===== config.mk =====
export PLATFORM = sky130hd
export DESIGN_NAME = sym_gear_link
export DESIGN_NICKNAME = d
export VERILOG_FILES = /design/src/rtl/sym_gear_pkg.sv /design/src/rtl/sym_gear_ctrl.sv /design/src/rtl/sym_gear_dp.sv /design/src/rtl/sym_gear_link.sv
export SDC_FILE = /design/constraint.sdc
export NUM_CORES = 1
export LEC_CHECK = 0
export CORE_MARGIN = 2
export CORE_UTILIZATION = 45
export DETAILED_ROUTE_END_ITERATION = 6
export GPL_TIMING_DRIVEN = 0
export PLACE_DENSITY = 0.72
export RECOVER_POWER = 50
export REMOVE_ABC_BUFFERS = 1
export SLEW_MARGIN = 25
export SYNTH_ARGS = -nofsm -noshare
export SYNTH_HDL_FRONTEND = slang
export SYNTH_SLANG_ARGS = --single-unit

===== constraint.sdc =====
create_clock -name clk -period 2.7 [get_ports clk]
set_clock_uncertainty 0.2 [all_clocks]
set_input_delay 0.675 -clock clk [delete_from_list [all_inputs] [get_ports clk]]
set_output_delay 0.675 -clock clk [all_outputs]
set_load 0.05 [all_outputs]

===== src/rtl/sym_gear_pkg.sv =====
package sym_gear_pkg;

  // Strobes from the control to the datapath.
  typedef struct packed {
    logic txLoad;   // last sub-symbol slot: reload the shift register
    logic txTake;   // reload with the offered symbol (else with idle zeros)
    logic txShift;  // advance to the next sub-symbol
    logic rxShift;  // pull the incoming lanes into the accumulator
    logic rxDone;   // seventh sub-symbol present: capture the whole symbol
  } gearStrobes_t;

endpackage


===== src/rtl/sym_gear_ctrl.sv =====
module sym_gear_ctrl
  import sym_gear_pkg::*;
#(
  parameter int SUBS = 7
) (
  input  logic         clk,
  input  logic         rstN,
  input  logic         txValid,
  input  logic         rxMark,
  output logic         txReady,
  output logic         linkMark,
  output logic         rxValid,
  output gearStrobes_t strobes
);

  localparam int CW = $clog2(SUBS);
  localparam logic [CW-1:0] LAST = CW'(SUBS - 1);
  localparam logic [CW-1:0] ONE  = CW'(1);

  logic [CW-1:0] txPhase;
  logic [CW-1:0] rxCnt;
  logic          markPrev;
  logic          rxStart;

  // Transmit phase: 0 carries sub-symbol 0, LAST is the handshake slot.
  always_ff @(posedge clk or negedge rstN) begin
    if (!rstN) begin
      txPhase <= '0;
    end else if (txPhase == LAST) begin
      txPhase <= '0;
    end else begin
      txPhase <= txPhase + ONE;
    end
  end

  assign txReady  = (txPhase == LAST);
  assign linkMark = (txPhase == '0);

  // Receive alignment: a marker rise always restarts the count.
  assign rxStart = rxMark && !markPrev;

  always_comb begin
    strobes         = '0;
    strobes.txLoad  = txReady;
    strobes.txTake  = txReady && txValid;
    strobes.txShift = !txReady;
    strobes.rxDone  = !rxStart && (rxCnt == LAST);
    strobes.rxShift = rxStart || ((rxCnt != '0) && (rxCnt != LAST));
  end

  always_ff @(posedge clk or negedge rstN) begin
    if (!rstN) begin
      markPrev <= 1'b0;
      rxCnt    <= '0;
      rxValid  <= 1'b0;
    end else begin
      markPrev <= rxMark;
      rxValid  <= strobes.rxDone;
      if (rxStart) begin
        rxCnt <= ONE;
      end else if (rxCnt == LAST) begin
        rxCnt <= '0;
      end else if (rxCnt != '0) begin
        rxCnt <= rxCnt + ONE;
      end
    end
  end

endmodule


===== src/rtl/sym_gear_dp.sv =====
module sym_gear_dp
  import sym_gear_pkg::*;
#(
  parameter int LANES  = 6,
  parameter int DATA_W = 32,
  parameter int CTRL_W = 2,
  parameter int EDC_W  = 7
) (
  input  logic              clk,
  input  logic              rstN,
  input  gearStrobes_t      strobes,
  input  logic [DATA_W-1:0] txData,
  input  logic              txFrame,
  input  logic [CTRL_W-1:0] txCtrl,
  input  logic [EDC_W-1:0]  txEdc,
  input  logic [LANES-1:0]  rxLanes,
  output logic [LANES-1:0]  linkLanes,
  output logic [DATA_W-1:0] rxData,
  output logic              rxFrame,
  output logic [CTRL_W-1:0] rxCtrl,
  output logic [EDC_W-1:0]  rxEdc
);

  localparam int SYM_W  = DATA_W + 1 + CTRL_W + EDC_W;
  localparam int FLAG_B = DATA_W;
  localparam int CTRL_B = DATA_W + 1;
  localparam int EDC_B  = DATA_W + 1 + CTRL_W;

  logic [SYM_W-1:0] txSym;
  logic [SYM_W-1:0] txShreg;
  logic [SYM_W-1:0] rxAcc;
  logic [SYM_W-1:0] rxHold;

  // Field packing, data in the low bits.
  assign txSym = {txEdc, txCtrl, txFrame, txData};

  always_ff @(posedge clk or negedge rstN) begin
    if (!rstN) begin
      txShreg <= '0;
    end else if (strobes.txLoad) begin
      txShreg <= strobes.txTake ? txSym : '0;
    end else if (strobes.txShift) begin
      txShreg <= {{LANES{1'b0}}, txShreg[SYM_W-1:LANES]};
    end
  end

  assign linkLanes = txShreg[LANES-1:0];

  // New lanes enter at the top, so the first sub-symbol ends in the low bits.
  always_ff @(posedge clk or negedge rstN) begin
    if (!rstN) begin
      rxAcc  <= '0;
      rxHold <= '0;
    end else begin
      if (strobes.rxShift) begin
        rxAcc <= {rxLanes, rxAcc[SYM_W-1:LANES]};
      end
      if (strobes.rxDone) begin
        rxHold <= {rxLanes, rxAcc[SYM_W-1:LANES]};
      end
    end
  end

  assign rxData  = rxHold[DATA_W-1:0];
  assign rxFrame = rxHold[FLAG_B];
  assign rxCtrl  = rxHold[CTRL_B +: CTRL_W];
  assign rxEdc   = rxHold[EDC_B +: EDC_W];

endmodule


===== src/rtl/sym_gear_link.sv =====
module sym_gear_link
  import sym_gear_pkg::*;
#(
  parameter int LANES  = 6,
  parameter int SUBS   = 7,
  parameter int DATA_W = 32,
  parameter int CTRL_W = 2,
  parameter int EDC_W  = 7
) (
  input  logic              clk,
  input  logic              rstN,
  input  logic              txValid,
  output logic              txReady,
  input  logic [DATA_W-1:0] txData,
  input  logic              txFrame,
  input  logic [CTRL_W-1:0] txCtrl,
  input  logic [EDC_W-1:0]  txEdc,
  output logic [LANES-1:0]  linkLanes,
  output logic              linkMark,
  input  logic [LANES-1:0]  rxLanes,
  input  logic              rxMark,
  output logic              rxValid,
  output logic [DATA_W-1:0] rxData,
  output logic              rxFrame,
  output logic [CTRL_W-1:0] rxCtrl,
  output logic [EDC_W-1:0]  rxEdc
);

  // The fields must fill SUBS sub-symbols of LANES bits exactly.
  gearStrobes_t strobes;

  sym_gear_ctrl #(
    .SUBS(SUBS)
  ) u_ctrl (
    .clk     (clk),
    .rstN    (rstN),
    .txValid (txValid),
    .rxMark  (rxMark),
    .txReady (txReady),
    .linkMark(linkMark),
    .rxValid (rxValid),
    .strobes (strobes)
  );

  sym_gear_dp #(
    .LANES (LANES),
    .DATA_W(DATA_W),
    .CTRL_W(CTRL_W),
    .EDC_W (EDC_W)
  ) u_dp (
    .clk      (clk),
    .rstN     (rstN),
    .strobes  (strobes),
    .txData   (txData),
    .txFrame  (txFrame),
    .txCtrl   (txCtrl),
    .txEdc    (txEdc),
    .rxLanes  (rxLanes),
    .linkLanes(linkLanes),
    .rxData   (rxData),
    .rxFrame  (rxFrame),
    .rxCtrl   (rxCtrl),
    .rxEdc    (rxEdc)
  );

endmodule


==> impl_metrics.tcl, run 1 <==
set metrics [dict create \
    status "complete, but fails checks" \
    violations "max-capacitance violations, max-slew violations" \
    antenna_found_initial 0 \
    cp_max_fo 2 \
    setup_slack_ps 124 \
    grt_remaining_overflow 0 \
    cpPeakStageDelay_ps 830 \
    first_global_vias 3064 \
    synth_cells 367 \
    cts_made_buffers 17 \
    ys_warn_count 0 \
    worstPathRequired_ps 1820 \
    coreArea_mm2 0.0108 \
    drc 0 \
    worstRegToRegCells 5 \
    crit_chain "clkdlybuf4s50_1" \
    grt_pass1_wl_mm 15.0 \
    io_buffers 102 \
    min_period_ps 2580 \
    crit_buf_inv 1 \
    pre_cts_ws_ps -236 \
    first_pass_iters 4 \
    first_iter_violations 172 \
    hold_class "reg2reg" \
    num_vias 3013 \
    p_leak_nw 3.05 \
    clockRootBuffer "clkbuf_8" \
    ctsLongestPathBuffers 2 \
    cp.arrival_ps 1700 \
    fillers 835 \
    io_pins 103 \
    place.gp.congestion 0.743 \
    max_slew_margin_pct -6.16 \
    synth_area_mm2 0.00497 \
    finalPower_mw 8.21 \
    vdd_ir_drop_max_mv 0.952 \
    cts_tree "done" \
    rrSetupSlack_ps 480 \
    nets 529 \
    fin_crit_sh_pct 95.4 \
    cts_sinks 128 \
    holdPathEnd "u_dp.txShreg[28]$_DFF_PN0_" \
    startpoint_type "flop" \
    worstMarginPinSlew_ps 1590 \
    syn2layout_area_growth_pct 35.0 \
    grt_usage_pct 16.5 \
    synth_area_per_cell_um2 13.6 \
    n_antenna_cell 0 \
    r2r_start "u_ctrl.rxCnt[1]$_DFFE_PN0P_" \
    final_hold_viol_count 0 \
    die_w_um 109 \
    drt-total-wl_mm 8.85 \
    crit_type "reg2out" \
    routed_via_density 4.78 \
    drive_gt1_share_pct 26.5 \
    wl_per_cell_um 14.0 \
    multi_input_area_mm2 0.00162 \
    finalSetupViolCount 0 \
    r2r_end "u_dp.rxAcc[11]$_DFFE_PN0P_" \
    synth_cell_types 22 \
    slowest_stage "clkdlybuf4s50_1" \
    rows 38 \
    route.antenna.remaining_nets 0 \
    fmax_ghz 0.388 \
    whs_path_depth 2 \
    seqCellArea_mm2 0.00320 \
    cap_viol_max_count 2 \
    final_cell_mix "dfrtp_1, clkdlybuf4s50_1, nand2_1, mux2_2, o21ai_0" \
    layout_commonest_cell "dfrtp_1" \
    min_from "u_dp.txShreg[34]$_DFF_PN0_" \
    drv_slew 108 \
    clkTransAtPathRegs_ps 60 \
    cp-end-kind "output pin" \
    htreeDepth 4 \
    dp_hpwl_mm 5.98 \
    crit_family "buffers and inverters" \
    rsz0062_at_grt "no" \
    ys_seq_area_share_pct 64.4 \
    ys_ff_latch 128 \
    worstSkewPairLatency_ps 520 \
    powerDensity_mw_per_mm2 1220 \
    start_util_pct 46.1 \
    die_h_um 109 \
    design.die.area_mm2 0.0119 \
    grt_max_degree 66 \
]
==> synthesized netlist by cell type <==
master    instances  area (µm²)
nor3_1            1        5.00
and3_1            6        37.5
a21oi_1           3        15.0
inv_1             3        11.3
buf_2             4        20.0
clkbuf_2          1        5.00
nor2b_1           1        6.26
nand3b_1          1        7.51
mux2_4           29         435
nor2_1            3        11.3
nor4_4            1        21.3
nor3_2            1        10.0
nand2_1          74         278
mux2i_1           2        20.0
o21ai_0          36         180
buf_6             3        33.8
nor2b_4           1        13.8
buf_4             6        45.0
clkbuf_1         12        45.0
mux2_2           50         563
and2b_1           1        7.51
dfrtp_1         128        3200
==> kinds of logic (layout without fill, tap and decap cells) <==
| family | Yosys count | after routing | share of synthesized area [%] |
|---|---|---|---|
| AO/OA/AOI/OAI | 39 | 39 | 3.92 |
| buffers and inverters | 29 | 152 | 3.22 |
| flip-flops | 128 | 128 | 64.4 |
| multiplexers | 81 | 81 | 20.5 |
| AND/OR/NAND/NOR | 90 | 90 | 8.00 |
==> worst max path at each step <==
stage,to,slack [ps],depth (start not counted),startpoint
2_1_floorplan,u_dp.rxAcc[10]$_DFFE_PN0P_,-690,3,rxMark
3_3_place_gp,u_dp.txShreg[4]$_DFF_PN0_,-4040,1,rstN
3_5_place_dp,u_dp.rxAcc[39]$_DFFE_PN0P_,-240,6,rxMark
4_1_cts,txReady,20,3,u_ctrl.txPhase[0]$_DFF_PN0_
5_1_grt,linkMark,20,2,u_ctrl.txPhase[2]$_DFF_PN0_
6_report,rxData[17],120,1,u_dp.rxHold[17]$_DFFE_PN0P_
==> what timing repair did <==
action	4_1_cts	5_1_grt
setup endpoints to repair	2	1
endpoints found under the hold margin	64	0
buffers inserted	0	2
gates resized for setup	7	0
hold buffers	1	0
==> power by group <==
group          switching, mW  internal [mW]
clock network          0.821           1.24
logic                   1.72           1.48
registers              0.386           2.56
==> state kept, by name, indices dropped and copies added, names as in the netlist <==
register,cells
u_dp.txShreg,42
u_ctrl.txPhase,3
u_ctrl.rxCnt,3
u_dp.rxAcc,36
u_ctrl.rxValid,1
u_dp.rxHold,42
u_ctrl.markPrev,1
==> per-layer routing <==
| layer | up-vias | wire, µm | GRT usage (%) | part of all wire [%] |
|---|---|---|---|---|
| li1 | 1454 | - | - | - |
| met1 | 1504 | 3900 | 21.0 | 44 |
| met2 | 46 | 4490 | 26.2 | 51 |
| met3 | 9 | 341 | 4.60 | 3.9 |
| met4 | 0 | 119 | 7.60 | 1.3 |
| met5 | - | 0 | 0 | 0 |
==> final cells by class <==
| class | instances | area share, % |
|---|---|---|
| Clock buffer | 18 | 6.37 |
| Clock inverter | 14 | 1.77 |
| Timing Repair Buffer | 117 | 17.3 |
| Multi-Input combinational cell | 210 | 24.1 |
| Inverter | 3 | 0.168 |
| Sequential cell | 128 | 47.7 |
| Tap cell | 140 | 2.61 |
==> tightest hold or removal path, cell delays in order, from the launching register on <==
cell and delay [ps]:
dfrtp_1 320, nand2_1 40, o21ai_0 50
==> through the flow <==
step           instance area [µm²]  hold WS (ps)  utilization (%)  TNS [ps]  std cells
2_1_floorplan                 4830           179                -    -48250        341
3_3_place_gp                  6020           233             55.8   -669870        583
3_5_place_dp                  6170           235             57.2     -5290        595
4_1_cts                       6720           250             62.3         0        628
5_1_grt                       6720           274             62.2         0        630
6_report                      6720           250             62.2         0        630
Power figures use the tool's default switching activity.
==> inputs of run 2 (changes only) <==
--- a/config.mk
+++ b/config.mk
@@ -6,10 +6,10 @@
 export NUM_CORES = 1
 export LEC_CHECK = 0
 export CORE_MARGIN = 2
-export CORE_UTILIZATION = 45
+export CORE_UTILIZATION = 51
 export DETAILED_ROUTE_END_ITERATION = 6
 export GPL_TIMING_DRIVEN = 0
-export PLACE_DENSITY = 0.72
+export PLACE_DENSITY = 0.8
 export RECOVER_POWER = 50
 export REMOVE_ABC_BUFFERS = 1
 export SLEW_MARGIN = 25
==> impl_metrics.tcl, run 2 (synthesis gave the netlist of run 1 again) <==
set metrics [dict create \
    drive_gt1_share_pct 24.9 \
    grt_pass1_wl_mm 15.2 \
    p_leak_nw 3.06 \
    finalPower_mw 8.44 \
    crit_type "in2reg" \
    first_pass_iters 6 \
    fin_crit_sh_pct 96.1 \
    htreeDepth 4 \
    num_vias 2997 \
    io_pins 103 \
    design_area_mm2 0.00675 \
    swShare_pct 34.1 \
    dp_hpwl_mm 6.24 \
    min_period_ps 2600 \
    n_antenna_cell 0 \
    p_comb_share_pct 38.3 \
    cts_sinks 128 \
    status "complete, no violations" \
    first_iter_violations 123 \
    layout_commonest_cell "dfrtp_1" \
    antenna_found_initial 0 \
    whs_ps 250 \
    io_buffers 102 \
    stdcell_count 622 \
    cpPeakStageDelay_ps 580 \
    vdd_ir_drop_max_mv 0.791 \
    final_cell_mix "dfrtp_1, clkdlybuf4s50_1, nand2_1, mux2_2, o21ai_0" \
    top_regs "u_dp.rxHold: 42 flops, u_dp.txShreg: 42 flops, u_dp.rxAcc: 36 flops" \
    clockRootBuffer "clkbuf_8" \
    cp_max_fo 14 \
    route.antenna.remaining_nets 0 \
    grt_max_degree 90 \
    worstSkewPairLatency_ps 510 \
    powerDensity_mw_per_mm2 1250 \
    cts_made_buffers 17 \
    hold_class "reg2reg" \
    clkTransAtPathRegs_ps 60 \
    cp-end-kind "flop" \
    syn2layout_area_growth_pct 35.7 \
    drt-total-wl_mm 9.30 \
    worstMarginPinSlew_ps 1020 \
    startpoint_type "input pin" \
    drc 0 \
    path_common_cell "buf_8" \
    place_inst 588 \
    cts_tree "done" \
    placed_area_mm2 0.00617 \
    cap_viol_max_count 0 \
    rsz0062_at_grt "no" \
    slowest_stage "nor3_4" \
    start_util_pct 51.6 \
    fillers 693 \
    rows 36 \
    wl_per_cell_um 15.0 \
    intPower_mw 5.56 \
    drv_slew 0 \
    nets 528 \
    fmax_ghz 0.385 \
    crit_family "buffers and inverters" \
    seqPwrFrac_pct 35.0 \
    final_hold_viol_count 0 \
    netSwitchingPower_mw 2.88 \
    routed_via_density 4.82 \
    die_w_um 103 \
    ctsLongestPathBuffers 2 \
    coreArea_mm2 0.00964 \
    worstPathRequired_ps 2890 \
    setup_slack_ps 105 \
    pre_cts_ws_ps -415 \
    die_h_um 103 \
    place.gp.congestion 0.729 \
    cp.arrival_ps 2780 \
    p_clk_share_pct 26.6 \
    grt_remaining_overflow 0 \
    finalSetupViolCount 0 \
    max_slew_margin_pct 32.1 \
    grt_usage_pct 19.3 \
    crit_buf_inv 4 \
    crit_chain "clkdlybuf4s50_1 -> nor2b_4 -> nor3_4 -> buf_8 -> buf_8 -> buf_6 -> mux2_2" \
    design.die.area_mm2 0.0106 \
    first_global_vias 3135 \
]
==> run 2: cell count changes in the layout (fill, tap and decap cells not counted) <==
| cell | before | now |
|---|---|---|
| buf_2 | 0 | 1 |
| clkdlybuf4s50_1 | 97 | 98 |
| buf_16 | 0 | 1 |
| buf_6 | 4 | 5 |
| clkbuf_1 | 1 | 9 |
| clkbuf_8 | 2 | 5 |
| dlygate4sd3_1 | 2 | 1 |
| clkinvlp_4 | 5 | 1 |
| buf_12 | 1 | 0 |
| bufinv_16 | 1 | 3 |
| clkinv_2 | 5 | 2 |
| inv_1 | 3 | 2 |
| clkinv_4 | 3 | 0 |
| buf_4 | 8 | 3 |
==> run 2: routing by layer <==
| layer | global-route usage (%) | wire length [µm] | vias up |
|---|---|---|---|
| met5 | 0 | 0 | - |
| met4 | 8.81 | 270 | 0 |
| met3 | 5.90 | 355 | 25 |
| met2 | 31.3 | 4750 | 63 |
| met1 | 23.9 | 3930 | 1463 |
| li1 | - | - | 1446 |
==> run 2: worst paths after layout <==
kind	from	to	slack (ps)	cells past startpoint
setup / recovery	rxMark	u_dp.rxHold[32]$_DFFE_PN0P_	100	7
hold / removal	u_dp.txShreg[39]$_DFF_PN0_	u_dp.txShreg[33]$_DFF_PN0_	250	2
setup reg to reg	u_ctrl.rxCnt[0]$_DFFE_PN0P_	u_dp.rxHold[32]$_DFFE_PN0P_	360	5
hold reg to reg	u_dp.txShreg[39]$_DFF_PN0_	u_dp.txShreg[33]$_DFF_PN0_	250	2
max in group asynchronous	rstN	u_dp.txShreg[15]$_DFF_PN0_	630	3
min in group asynchronous	rstN	u_dp.txShreg[41]$_DFF_PN0_	690	2
==> run 2: power by group through the flow <==
stage,combinational (mW),sequential (mW),clock [mW]
2_1_floorplan,1.17,3.97,0
3_3_place_gp,3.14,2.93,0
3_5_place_dp,3.25,2.99,0
4_1_cts,3.28,2.97,2.30
5_1_grt,3.40,3.04,2.39
6_report,3.23,2.95,2.25
==> run 2: layout make-up <==
cell class,instances,area (µm²),share of cell area (%)
clock buffers,27,492,7.28
multi-input cells,210,1620,24.0
clock inverters,5,100,1.48
repair buffers,116,1160,17.1
well taps,133,166,2.46
flip-flops and latches,128,3200,47.4
inverters,3,15.0,0.222
==> run 2: worst min-delay path: stages, from the launching register on <==
cell	delay, ps
dfrtp_1	320
nand2_1	40
o21ai_0	60
==> run 2: timing repair <==
item,4_1_cts,5_1_grt
gates resized for setup,6,4
endpoints found under the setup margin,2,1
hold buffers,1,0
hold endpoints to repair,39,0
buffers inserted,1,0
pin swaps,0,0
==> run 2: stage by stage <==
stage	setup TNS, ps	utilization [%]
after floorplan	-48250	-
after global placement	-654320	62.4
after global routing	0	70.0
after CTS	0	70.2
final	0	70.0
after detailed placement	-8260	64.0
